$ cat config.mk
export PLATFORM = sky130hd
export DESIGN_NAME = pma_arbiter
export DESIGN_NICKNAME = d
export VERILOG_FILES = /design/src/rtl/pma_pkg.sv /design/src/rtl/pma_phase_gen.sv /design/src/rtl/pma_ram_slot.sv /design/src/rtl/pma_prio_port.sv /design/src/rtl/pma_arbiter.sv
export SDC_FILE = /design/constraint.sdc
export NUM_CORES = 1
export LEC_CHECK = 0
export ABC_AREA = 1
export BUFFER_PORTS_ARGS = -buffer_cell sky130_fd_sc_hd__buf_2
export CORE_AREA = 2 2 99 101
export CTS_BUF_LIST = sky130_fd_sc_hd__clkbuf_8
export DETAILED_ROUTE_END_ITERATION = 12
export DIE_AREA = 0 0 101 103
export PLACE_DENSITY_LB_ADDON = 0.25
export SLEW_MARGIN = 20
export SYNTH_ARGS = -nofsm -noshare
export SYNTH_HDL_FRONTEND = slang
export SYNTH_SLANG_ARGS = --single-unit
$ cat constraint.sdc
create_clock -name clk -period 1.35 [get_ports clk]
set_input_delay 0.27 -clock clk [delete_from_list [all_inputs] [get_ports clk]]
set_output_delay 0.27 -clock clk [all_outputs]
set_load 0.02 [all_outputs]
$ cat src/rtl/pma_pkg.sv
// Package: shared types and the address decode used by the arbiter.
// Assumes the region is selected by the two most significant address bits.
package pma_pkg;

    typedef enum logic [1:0] {
        RGN_RAM   = 2'd0,
        RGN_FLASH = 2'd1,
        RGN_REG   = 2'd2
    } region_e;

    typedef enum logic {
        OWN_CPU = 1'b0,
        OWN_COP = 1'b1
    } owner_e;

    // Maps the two top address bits to a target region.
    function automatic region_e decode_region(input logic [1:0] top_bits);
        region_e r;
        case (top_bits)
            2'b00:   r = RGN_RAM;
            2'b01:   r = RGN_FLASH;
            default: r = RGN_REG;
        endcase
        return r;
    endfunction

endpackage

$ cat src/rtl/pma_phase_gen.sv
// Slot flag generator: marks the high and low halves of each bus cycle.
// Assumes clk runs at twice the bus rate. After reset, the first cycle is a high slot.
module pma_phase_gen (
    input  logic clk,
    input  logic rst_n,
    output logic phase_hi
);

    logic phase_q;

    // Toggles the slot flag every clock and resets it to the high slot.
    always_ff @(posedge clk) begin
        if (!rst_n) phase_q <= 1'b1;
        else        phase_q <= ~phase_q;
    end

    assign phase_hi = phase_q;

    AST_PHASE_HI_TO_LO: assert property (@(posedge clk) disable iff (!rst_n)
        phase_hi |=> !phase_hi);
    AST_PHASE_LO_TO_HI: assert property (@(posedge clk) disable iff (!rst_n)
        !phase_hi |=> phase_hi);

endmodule

$ cat src/rtl/pma_ram_slot.sv
// RAM slot arbiter: the CPU may use only the high slot, the coprocessor owns
// the low slot and takes the high slot whenever the CPU leaves it free.
// Assumes a single-cycle RAM with combinational read data.
module pma_ram_slot #(
    parameter int AW = 16,
    parameter int DW = 16
) (
    input  logic          clk,
    input  logic          rst_n,
    input  logic          phase_hi,
    input  logic          cpu_want,
    input  logic          cpu_we,
    input  logic [AW-1:0] cpu_addr,
    input  logic [DW-1:0] cpu_wdata,
    input  logic          cop_want,
    input  logic          cop_we,
    input  logic [AW-1:0] cop_addr,
    input  logic [DW-1:0] cop_wdata,
    output logic          mem_en,
    output logic          mem_we,
    output logic [AW-1:0] mem_addr,
    output logic [DW-1:0] mem_wdata,
    output logic          cpu_done,
    output logic          cop_done
);

    logic gnt_cpu;
    logic gnt_cop;

    // Chooses the slot owner: CPU in a high slot, otherwise the coprocessor.
    always_comb begin
        gnt_cpu = phase_hi & cpu_want;
        gnt_cop = cop_want & ~gnt_cpu;
    end

    // Steers the granted master's access onto the RAM port.
    always_comb begin
        mem_en    = gnt_cpu | gnt_cop;
        mem_we    = 1'b0;
        mem_addr  = '0;
        mem_wdata = '0;
        if (gnt_cpu) begin
            mem_we    = cpu_we;
            mem_addr  = cpu_addr;
            mem_wdata = cpu_wdata;
        end else if (gnt_cop) begin
            mem_we    = cop_we;
            mem_addr  = cop_addr;
            mem_wdata = cop_wdata;
        end
    end

    assign cpu_done = gnt_cpu;
    assign cop_done = gnt_cop;

    AST_RAM_CPU_HIGH_ONLY: assert property (@(posedge clk) disable iff (!rst_n)
        cpu_done |-> phase_hi);
    AST_RAM_COP_LOW_SLOT: assert property (@(posedge clk) disable iff (!rst_n)
        (!phase_hi && cop_want) |-> cop_done);
    AST_RAM_COP_SPARE_SLOT: assert property (@(posedge clk) disable iff (!rst_n)
        (phase_hi && cop_done) |-> !cpu_want);
    AST_RAM_ONE_OWNER: assert property (@(posedge clk) disable iff (!rst_n)
        !(cpu_done && cop_done));

endmodule

$ cat src/rtl/pma_prio_port.sv
// Fixed-priority port for one slow region (flash or register block).
// An access lasts LAT cycles and is never preempted. When the port is idle,
// a CPU request wins over a coprocessor request.
// Assumes each master holds its request and fields steady until it is done.
module pma_prio_port #(
    parameter int AW  = 16,
    parameter int DW  = 16,
    parameter int LAT = 3
) (
    input  logic          clk,
    input  logic          rst_n,
    input  logic          cpu_want,
    input  logic          cpu_we,
    input  logic [AW-1:0] cpu_addr,
    input  logic [DW-1:0] cpu_wdata,
    input  logic          cop_want,
    input  logic          cop_we,
    input  logic [AW-1:0] cop_addr,
    input  logic [DW-1:0] cop_wdata,
    output logic          tgt_en,
    output logic          tgt_we,
    output logic [AW-1:0] tgt_addr,
    output logic [DW-1:0] tgt_wdata,
    output logic          cpu_done,
    output logic          cop_done
);
    import pma_pkg::*;

    localparam int CW = $clog2(LAT + 1);
    localparam logic [CW-1:0] LAST = CW'(LAT - 1);

    logic          busy_q;
    owner_e        owner_q;
    logic [CW-1:0] cnt_q;
    owner_e        cur_owner;
    logic          active;
    logic [CW-1:0] cur_cnt;
    logic          done;

    // Works out the owner and the progress of the access in this cycle.
    always_comb begin
        if (busy_q)        cur_owner = owner_q;
        else if (cpu_want) cur_owner = OWN_CPU;
        else               cur_owner = OWN_COP;
        active  = busy_q | cpu_want | cop_want;
        cur_cnt = busy_q ? cnt_q : '0;
        done    = active && (cur_cnt == LAST);
    end

    // Drives the target port from the current owner.
    always_comb begin
        tgt_en    = active;
        tgt_we    = 1'b0;
        tgt_addr  = '0;
        tgt_wdata = '0;
        if (active) begin
            if (cur_owner == OWN_CPU) begin
                tgt_we    = cpu_we;
                tgt_addr  = cpu_addr;
                tgt_wdata = cpu_wdata;
            end else begin
                tgt_we    = cop_we;
                tgt_addr  = cop_addr;
                tgt_wdata = cop_wdata;
            end
        end
    end

    assign cpu_done = done && (cur_owner == OWN_CPU);
    assign cop_done = done && (cur_owner == OWN_COP);

    // Keeps the owner locked and counts cycles until the access completes.
    always_ff @(posedge clk) begin
        if (!rst_n) begin
            busy_q  <= 1'b0;
            owner_q <= OWN_CPU;
            cnt_q   <= '0;
        end else if (active && !done) begin
            busy_q  <= 1'b1;
            owner_q <= cur_owner;
            cnt_q   <= cur_cnt + 1'b1;
        end else begin
            busy_q  <= 1'b0;
            cnt_q   <= '0;
        end
    end

    AST_SLOW_ONE_READY: assert property (@(posedge clk) disable iff (!rst_n)
        !(cpu_done && cop_done));
    AST_SLOW_CPU_FIRST: assert property (@(posedge clk) disable iff (!rst_n)
        (!busy_q && cpu_want && cop_want) |-> !cop_done);
    AST_SLOW_NO_PREEMPT: assert property (@(posedge clk) disable iff (!rst_n)
        (active && !done && cur_owner == OWN_COP) |=> !cpu_done);
    AST_SLOW_NOT_EARLY: assert property (@(posedge clk) disable iff (!rst_n)
        (!busy_q && (cpu_want || cop_want) && LAT > 1) |-> !(cpu_done || cop_done));

endmodule

$ cat src/rtl/pma_arbiter.sv
// Top of the two-master phased memory arbiter. It decodes each master's
// region, steers RAM requests into the slot arbiter and flash/register requests
// into their own fixed-priority ports, then routes ready and read data back.
// Assumes clk at twice the bus rate and masters that hold requests until ready.
module pma_arbiter #(
    parameter int AW        = 16,
    parameter int DW        = 16,
    parameter int FLASH_LAT = 3,
    parameter int REG_LAT   = 2
) (
    input  logic          clk,
    input  logic          rst_n,
    input  logic          cpu_req,
    input  logic          cpu_we,
    input  logic [AW-1:0] cpu_addr,
    input  logic [DW-1:0] cpu_wdata,
    output logic [DW-1:0] cpu_rdata,
    output logic          cpu_rdy,
    input  logic          cop_req,
    input  logic          cop_we,
    input  logic [AW-1:0] cop_addr,
    input  logic [DW-1:0] cop_wdata,
    output logic [DW-1:0] cop_rdata,
    output logic          cop_rdy,
    output logic          bus_phase_hi,
    output logic          ram_en,
    output logic          ram_we,
    output logic [AW-1:0] ram_addr,
    output logic [DW-1:0] ram_wdata,
    input  logic [DW-1:0] ram_rdata,
    output logic          fl_en,
    output logic          fl_we,
    output logic [AW-1:0] fl_addr,
    output logic [DW-1:0] fl_wdata,
    input  logic [DW-1:0] fl_rdata,
    output logic          rg_en,
    output logic          rg_we,
    output logic [AW-1:0] rg_addr,
    output logic [DW-1:0] rg_wdata,
    input  logic [DW-1:0] rg_rdata
);
    import pma_pkg::*;

    localparam int NSLOW = 2;

    region_e cpu_rgn;
    region_e cop_rgn;
    logic    phase_hi;
    logic    ram_cpu_done;
    logic    ram_cop_done;

    logic [NSLOW-1:0] slow_cpu_done;
    logic [NSLOW-1:0] slow_cop_done;
    logic [NSLOW-1:0] slow_en;
    logic [NSLOW-1:0] slow_we;
    logic [AW-1:0]    slow_addr  [NSLOW];
    logic [DW-1:0]    slow_wdata [NSLOW];

    // Decodes the target region of each master.
    always_comb begin
        cpu_rgn = decode_region(cpu_addr[AW-1:AW-2]);
        cop_rgn = decode_region(cop_addr[AW-1:AW-2]);
    end

    pma_phase_gen u_phase (
        .clk      (clk),
        .rst_n    (rst_n),
        .phase_hi (phase_hi)
    );

    assign bus_phase_hi = phase_hi;

    pma_ram_slot #(.AW(AW), .DW(DW)) u_ram (
        .clk       (clk),
        .rst_n     (rst_n),
        .phase_hi  (phase_hi),
        .cpu_want  (cpu_req && cpu_rgn == RGN_RAM),
        .cpu_we    (cpu_we),
        .cpu_addr  (cpu_addr),
        .cpu_wdata (cpu_wdata),
        .cop_want  (cop_req && cop_rgn == RGN_RAM),
        .cop_we    (cop_we),
        .cop_addr  (cop_addr),
        .cop_wdata (cop_wdata),
        .mem_en    (ram_en),
        .mem_we    (ram_we),
        .mem_addr  (ram_addr),
        .mem_wdata (ram_wdata),
        .cpu_done  (ram_cpu_done),
        .cop_done  (ram_cop_done)
    );

    // One independent priority port per slow region: index 0 flash, 1 registers.
    for (genvar g = 0; g < NSLOW; g++) begin : g_slow
        localparam int      LAT = (g == 0) ? FLASH_LAT : REG_LAT;
        localparam region_e RGN = (g == 0) ? RGN_FLASH : RGN_REG;

        pma_prio_port #(.AW(AW), .DW(DW), .LAT(LAT)) u_port (
            .clk       (clk),
            .rst_n     (rst_n),
            .cpu_want  (cpu_req && cpu_rgn == RGN),
            .cpu_we    (cpu_we),
            .cpu_addr  (cpu_addr),
            .cpu_wdata (cpu_wdata),
            .cop_want  (cop_req && cop_rgn == RGN),
            .cop_we    (cop_we),
            .cop_addr  (cop_addr),
            .cop_wdata (cop_wdata),
            .tgt_en    (slow_en[g]),
            .tgt_we    (slow_we[g]),
            .tgt_addr  (slow_addr[g]),
            .tgt_wdata (slow_wdata[g]),
            .cpu_done  (slow_cpu_done[g]),
            .cop_done  (slow_cop_done[g])
        );
    end

    assign fl_en    = slow_en[0];
    assign fl_we    = slow_we[0];
    assign fl_addr  = slow_addr[0];
    assign fl_wdata = slow_wdata[0];
    assign rg_en    = slow_en[1];
    assign rg_we    = slow_we[1];
    assign rg_addr  = slow_addr[1];
    assign rg_wdata = slow_wdata[1];

    // Routes ready and read data back to the CPU from its region.
    always_comb begin
        case (cpu_rgn)
            RGN_RAM:   begin cpu_rdy = ram_cpu_done;     cpu_rdata = ram_rdata; end
            RGN_FLASH: begin cpu_rdy = slow_cpu_done[0]; cpu_rdata = fl_rdata;  end
            default:   begin cpu_rdy = slow_cpu_done[1]; cpu_rdata = rg_rdata;  end
        endcase
    end

    // Routes ready and read data back to the coprocessor from its region.
    always_comb begin
        case (cop_rgn)
            RGN_RAM:   begin cop_rdy = ram_cop_done;     cop_rdata = ram_rdata; end
            RGN_FLASH: begin cop_rdy = slow_cop_done[0]; cop_rdata = fl_rdata;  end
            default:   begin cop_rdy = slow_cop_done[1]; cop_rdata = rg_rdata;  end
        endcase
    end

    AST_CPU_RDY_NEEDS_REQ: assert property (@(posedge clk) disable iff (!rst_n)
        cpu_rdy |-> cpu_req);
    AST_COP_RDY_NEEDS_REQ: assert property (@(posedge clk) disable iff (!rst_n)
        cop_rdy |-> cop_req);
    AST_CPU_RAM_IN_HIGH: assert property (@(posedge clk) disable iff (!rst_n)
        (cpu_rdy && cpu_rgn == RGN_RAM) |-> bus_phase_hi);
    AST_COP_RAM_LOW_SERVED: assert property (@(posedge clk) disable iff (!rst_n)
        (cop_req && cop_rgn == RGN_RAM && !bus_phase_hi) |-> cop_rdy);
    AST_REGIONS_APART: assert property (@(posedge clk) disable iff (!rst_n)
        (cpu_req && cop_req && cpu_rgn != cop_rgn && cpu_rgn != RGN_RAM
         && cop_rgn != RGN_RAM) |-> (fl_en && rg_en));

endmodule

==> impl_metrics.tcl <==
set metrics [dict create \
    fp.dieH_microns 103 \
    seqCellArea_sq_um 192.7 \
    multi_input_area_sq_mm 0.004075 \
    synth_area_per_cell_sq_um 5.279 \
    async_flop_share_pct 0 \
    grt_pass1_wl_microns 26740 \
    numPlacedInstances 853 \
    critPathKind "flip-flop to primary output" \
    r2r_setup_slack_ps 40 \
    first_iter_violations 245 \
    p_leak_nw 3.931 \
    synth_cell_types 28 \
    finalClockSkew_ps 0.3355 \
    cts_hold_buf 0 \
    port-buffer-count 252 \
    yosys_warnings 0 \
    fillCellCount 338 \
    die_area_sq_mm 0.01040 \
    netlist_top_cells_count "96 x inv_1, 63 x nand2_1, 44 x o21ai_0" \
    antenna_cells 0 \
    critPathArrivalTime_ps 1630 \
    cts-root-buf "clkbuf_8" \
    vdd_ir_drop_max_v 0.0004569 \
    rsz0062_at_grt "yes" \
    r2r_cells 8 \
    hold_viol_final 0 \
    yosys.area_share.adder_pct 1.058 \
    fin_crit_ps 1896 \
    first_global_vias 5181 \
    antenna_left 0 \
    fin_setup_tns_ps -34950 \
    place.gp.congestion 0.8457 \
    synth_most_common_cell "inv_1" \
    setup_viol 134 \
    grt_usage_pct 32.69 \
    utilization_pct 90.95 \
    cts_buffers 3 \
    synth_cells 448 \
    drt_pass1_iterations 4 \
    ios 255 \
    design_area_sq_mm 0.008603 \
    grt_max_degree 16 \
    syn_to_final_growth_pct 263.8 \
    core_area_sq_mm 0.009459 \
    fmax_ghz 0.5275 \
    maxCapViolations 0 \
    synthesis.area_sq_mm 0.002365 \
    clock_path_buffers 2 \
    hold_path_class "input port to flip-flop" \
    drive_gt1_share_pct 83.61 \
    place_area_sq_mm 0.005647 \
    row_count 36 \
    vias 5214 \
    crit_required_ps 1080 \
    violations "setup timing" \
    period_share_pct 140.4 \
    synth_top_family_by_area "compound AO/OA/AOI/OAI gates" \
    synth_xor_area_share_pct 0 \
    synth_flop_cell "dfxtp_1" \
    end_kind "primary output" \
    clock-sinks 9 \
    status "finished, violations left" \
    path_clk_slew_ps 40 \
    htree_levels 1 \
    final_cells 907 \
    rr_endpoint "g_slow[1].u_port.owner_q" \
    initial_core_util_pct 25.00 \
    synthSimpleGateAreaFrac_pct 26.08 \
    p_per_area_mw_per_mm2 643.7 \
    synth_top_area_share_pct 15.24 \
    synth_mux_area_share_pct 0 \
    hpwlAfterDp_microns 10650 \
    synth_edf_count 0 \
    worst_skew_pair.late_latency_ps 240 \
    wl_per_cell_microns 24.17 \
    endpoint "rg_wdata[2]" \
    cts_tree "built" \
    slew_viol_final 0 \
    worst_slack_ps -545.6 \
    grt_overflow_total 0 \
    viasPerCell 5.749 \
    die_w_microns 101 \
    fin_nets 914 \
    ys_seq_area_share_pct 7.619 \
    reg2reg_from "g_slow[1].u_port.busy_q" \
    cp-start-kind "flip-flop" \
    worstPathMaxFanout 10 \
    antenna_found_initial 0 \
    synth_compound_area_share_pct 41.48 \
    wl_microns 21920 \
    crit_start "g_slow[1].u_port.busy_q" \
    drc_errors 0 \
    synth_area_leaders "inv_1 15%, nand2_1 10%, o221ai_1 9.6%" \
    yosysTopAreaCell "inv_1" \
    ys_ff_latch 9 \
]
## sequential cells by signal (all words and copies together), names as in the netlist
signal	count
g_slow.u_port.busy_q	2
u_phase.phase_hi	1
g_slow.u_port.owner_q	2
g_slow.u_port.cnt_q	4
## stage by stage
step                total power, mW  setup slack, ps  hold slack, ps
finish                        5.538           -545.6           265.3
global route                  5.705           -542.6           273.9
CTS                           4.971           -433.2           261.4
detailed placement            3.409           -336.5           504.8
global placement              3.359           -287.6           464.8
floorplan                     2.398           -82.56           340.0
## worst max-delay path, cell delays in order (launching register included)
cell	delay [ps]
dfxtp_4	360
nand2_2	140
nand2_8	130
buf_12	180
buf_6	130
a21oi_4	270
buf_6	170
## report_power, final
group | total (mW) | leakage (nW) | switching (mW) | internal (mW)
Combinational | 4.90 | 3.83 | 2.64 | 2.26
Sequential | 0.316 | 0.0761 | 0.0271 | 0.289
Clock | 0.320 | 0.0269 | 0.121 | 0.199
Total | 5.54 | 3.93 | 2.79 | 2.75
## final cells by class
| cell class | count | area share (%) |
|---|---|---|
| Clock buffer | 3 | 0.4799 |
| Clock inverter | 1 | 0.04363 |
| Timing Repair Buffer | 372 | 43.53 |
| Sequential cell | 9 | 2.240 |
| Inverter | 98 | 4.683 |
| Multi-Input combinational cell | 310 | 47.37 |
| Tap cell | 114 | 1.658 |
## per-layer routing
layer	share of wire, %	global-route usage [%]	wire length [microns]	vias up
li1	-	-	-	2226
met1	33	32.69	7197	2491
met2	54	64.46	11830	365
met3	6.8	6.034	1489	132
met4	6.4	16.22	1409	0
met5	0	0	0	-
## how the worst min path moves through the flow
stage	endpoint	from	cells past startpoint	slack [ps]
after floorplan	u_phase.phase_hi	rst_n	1	340
after global placement	g_slow[1].u_port.owner_q	g_slow[1].u_port.owner_q	2	460
after detailed placement	u_phase.phase_hi	rst_n	2	500
after CTS	u_phase.phase_hi	rst_n	2	260
after global routing	u_phase.phase_hi	rst_n	2	270
final	u_phase.phase_hi	rst_n	2	270
## cells by family (layout without fill, tap and decap cells)
| family | count (synthesis) | count (layout) |
|---|---|---|
| and+or+nand+nor | 135 | 138 |
| AOI/OAI and AO/OA | 168 | 168 |
| other | 1 | 2 |
| DFF | 9 | 9 |
| adders and majority gates | 2 | 2 |
| buffers and inverters | 133 | 474 |
## cell usage in the layout, fill, tap and decap left out, types with 4 or more instances in the layout
cell      count
o21ai_4      47
a21oi_4      30
buf_12       30
o21ai_1      10
nand2_8       6
inv_2         4
o22ai_4      21
buf_16       11
buf_4        64
nand3_2       4
o221ai_2     21
buf_2       117
dfxtp_1       5
inv_1        89
nand2_4      41
nand2_2      14
o221ai_4      5
a22oi_2       4
nor2_4       16
nand3_4      30
o21ai_2      24
buf_8        12
nor2_2        7
nor2_1        6
nand2_1       9
buf_6       135
## timing repair
| item | CTS | global route |
|---|---|---|
| pin swaps | 28 | 44 |
| endpoints found under the setup margin | 134 | 135 |
| setup buffers | 25 | 22 |
| resized for setup | 418 | 188 |
| endpoints found under the hold margin | 0 | 0 |
| gates cloned | 22 | 3 |
Note: power is estimated with default switching activity, not from simulation.
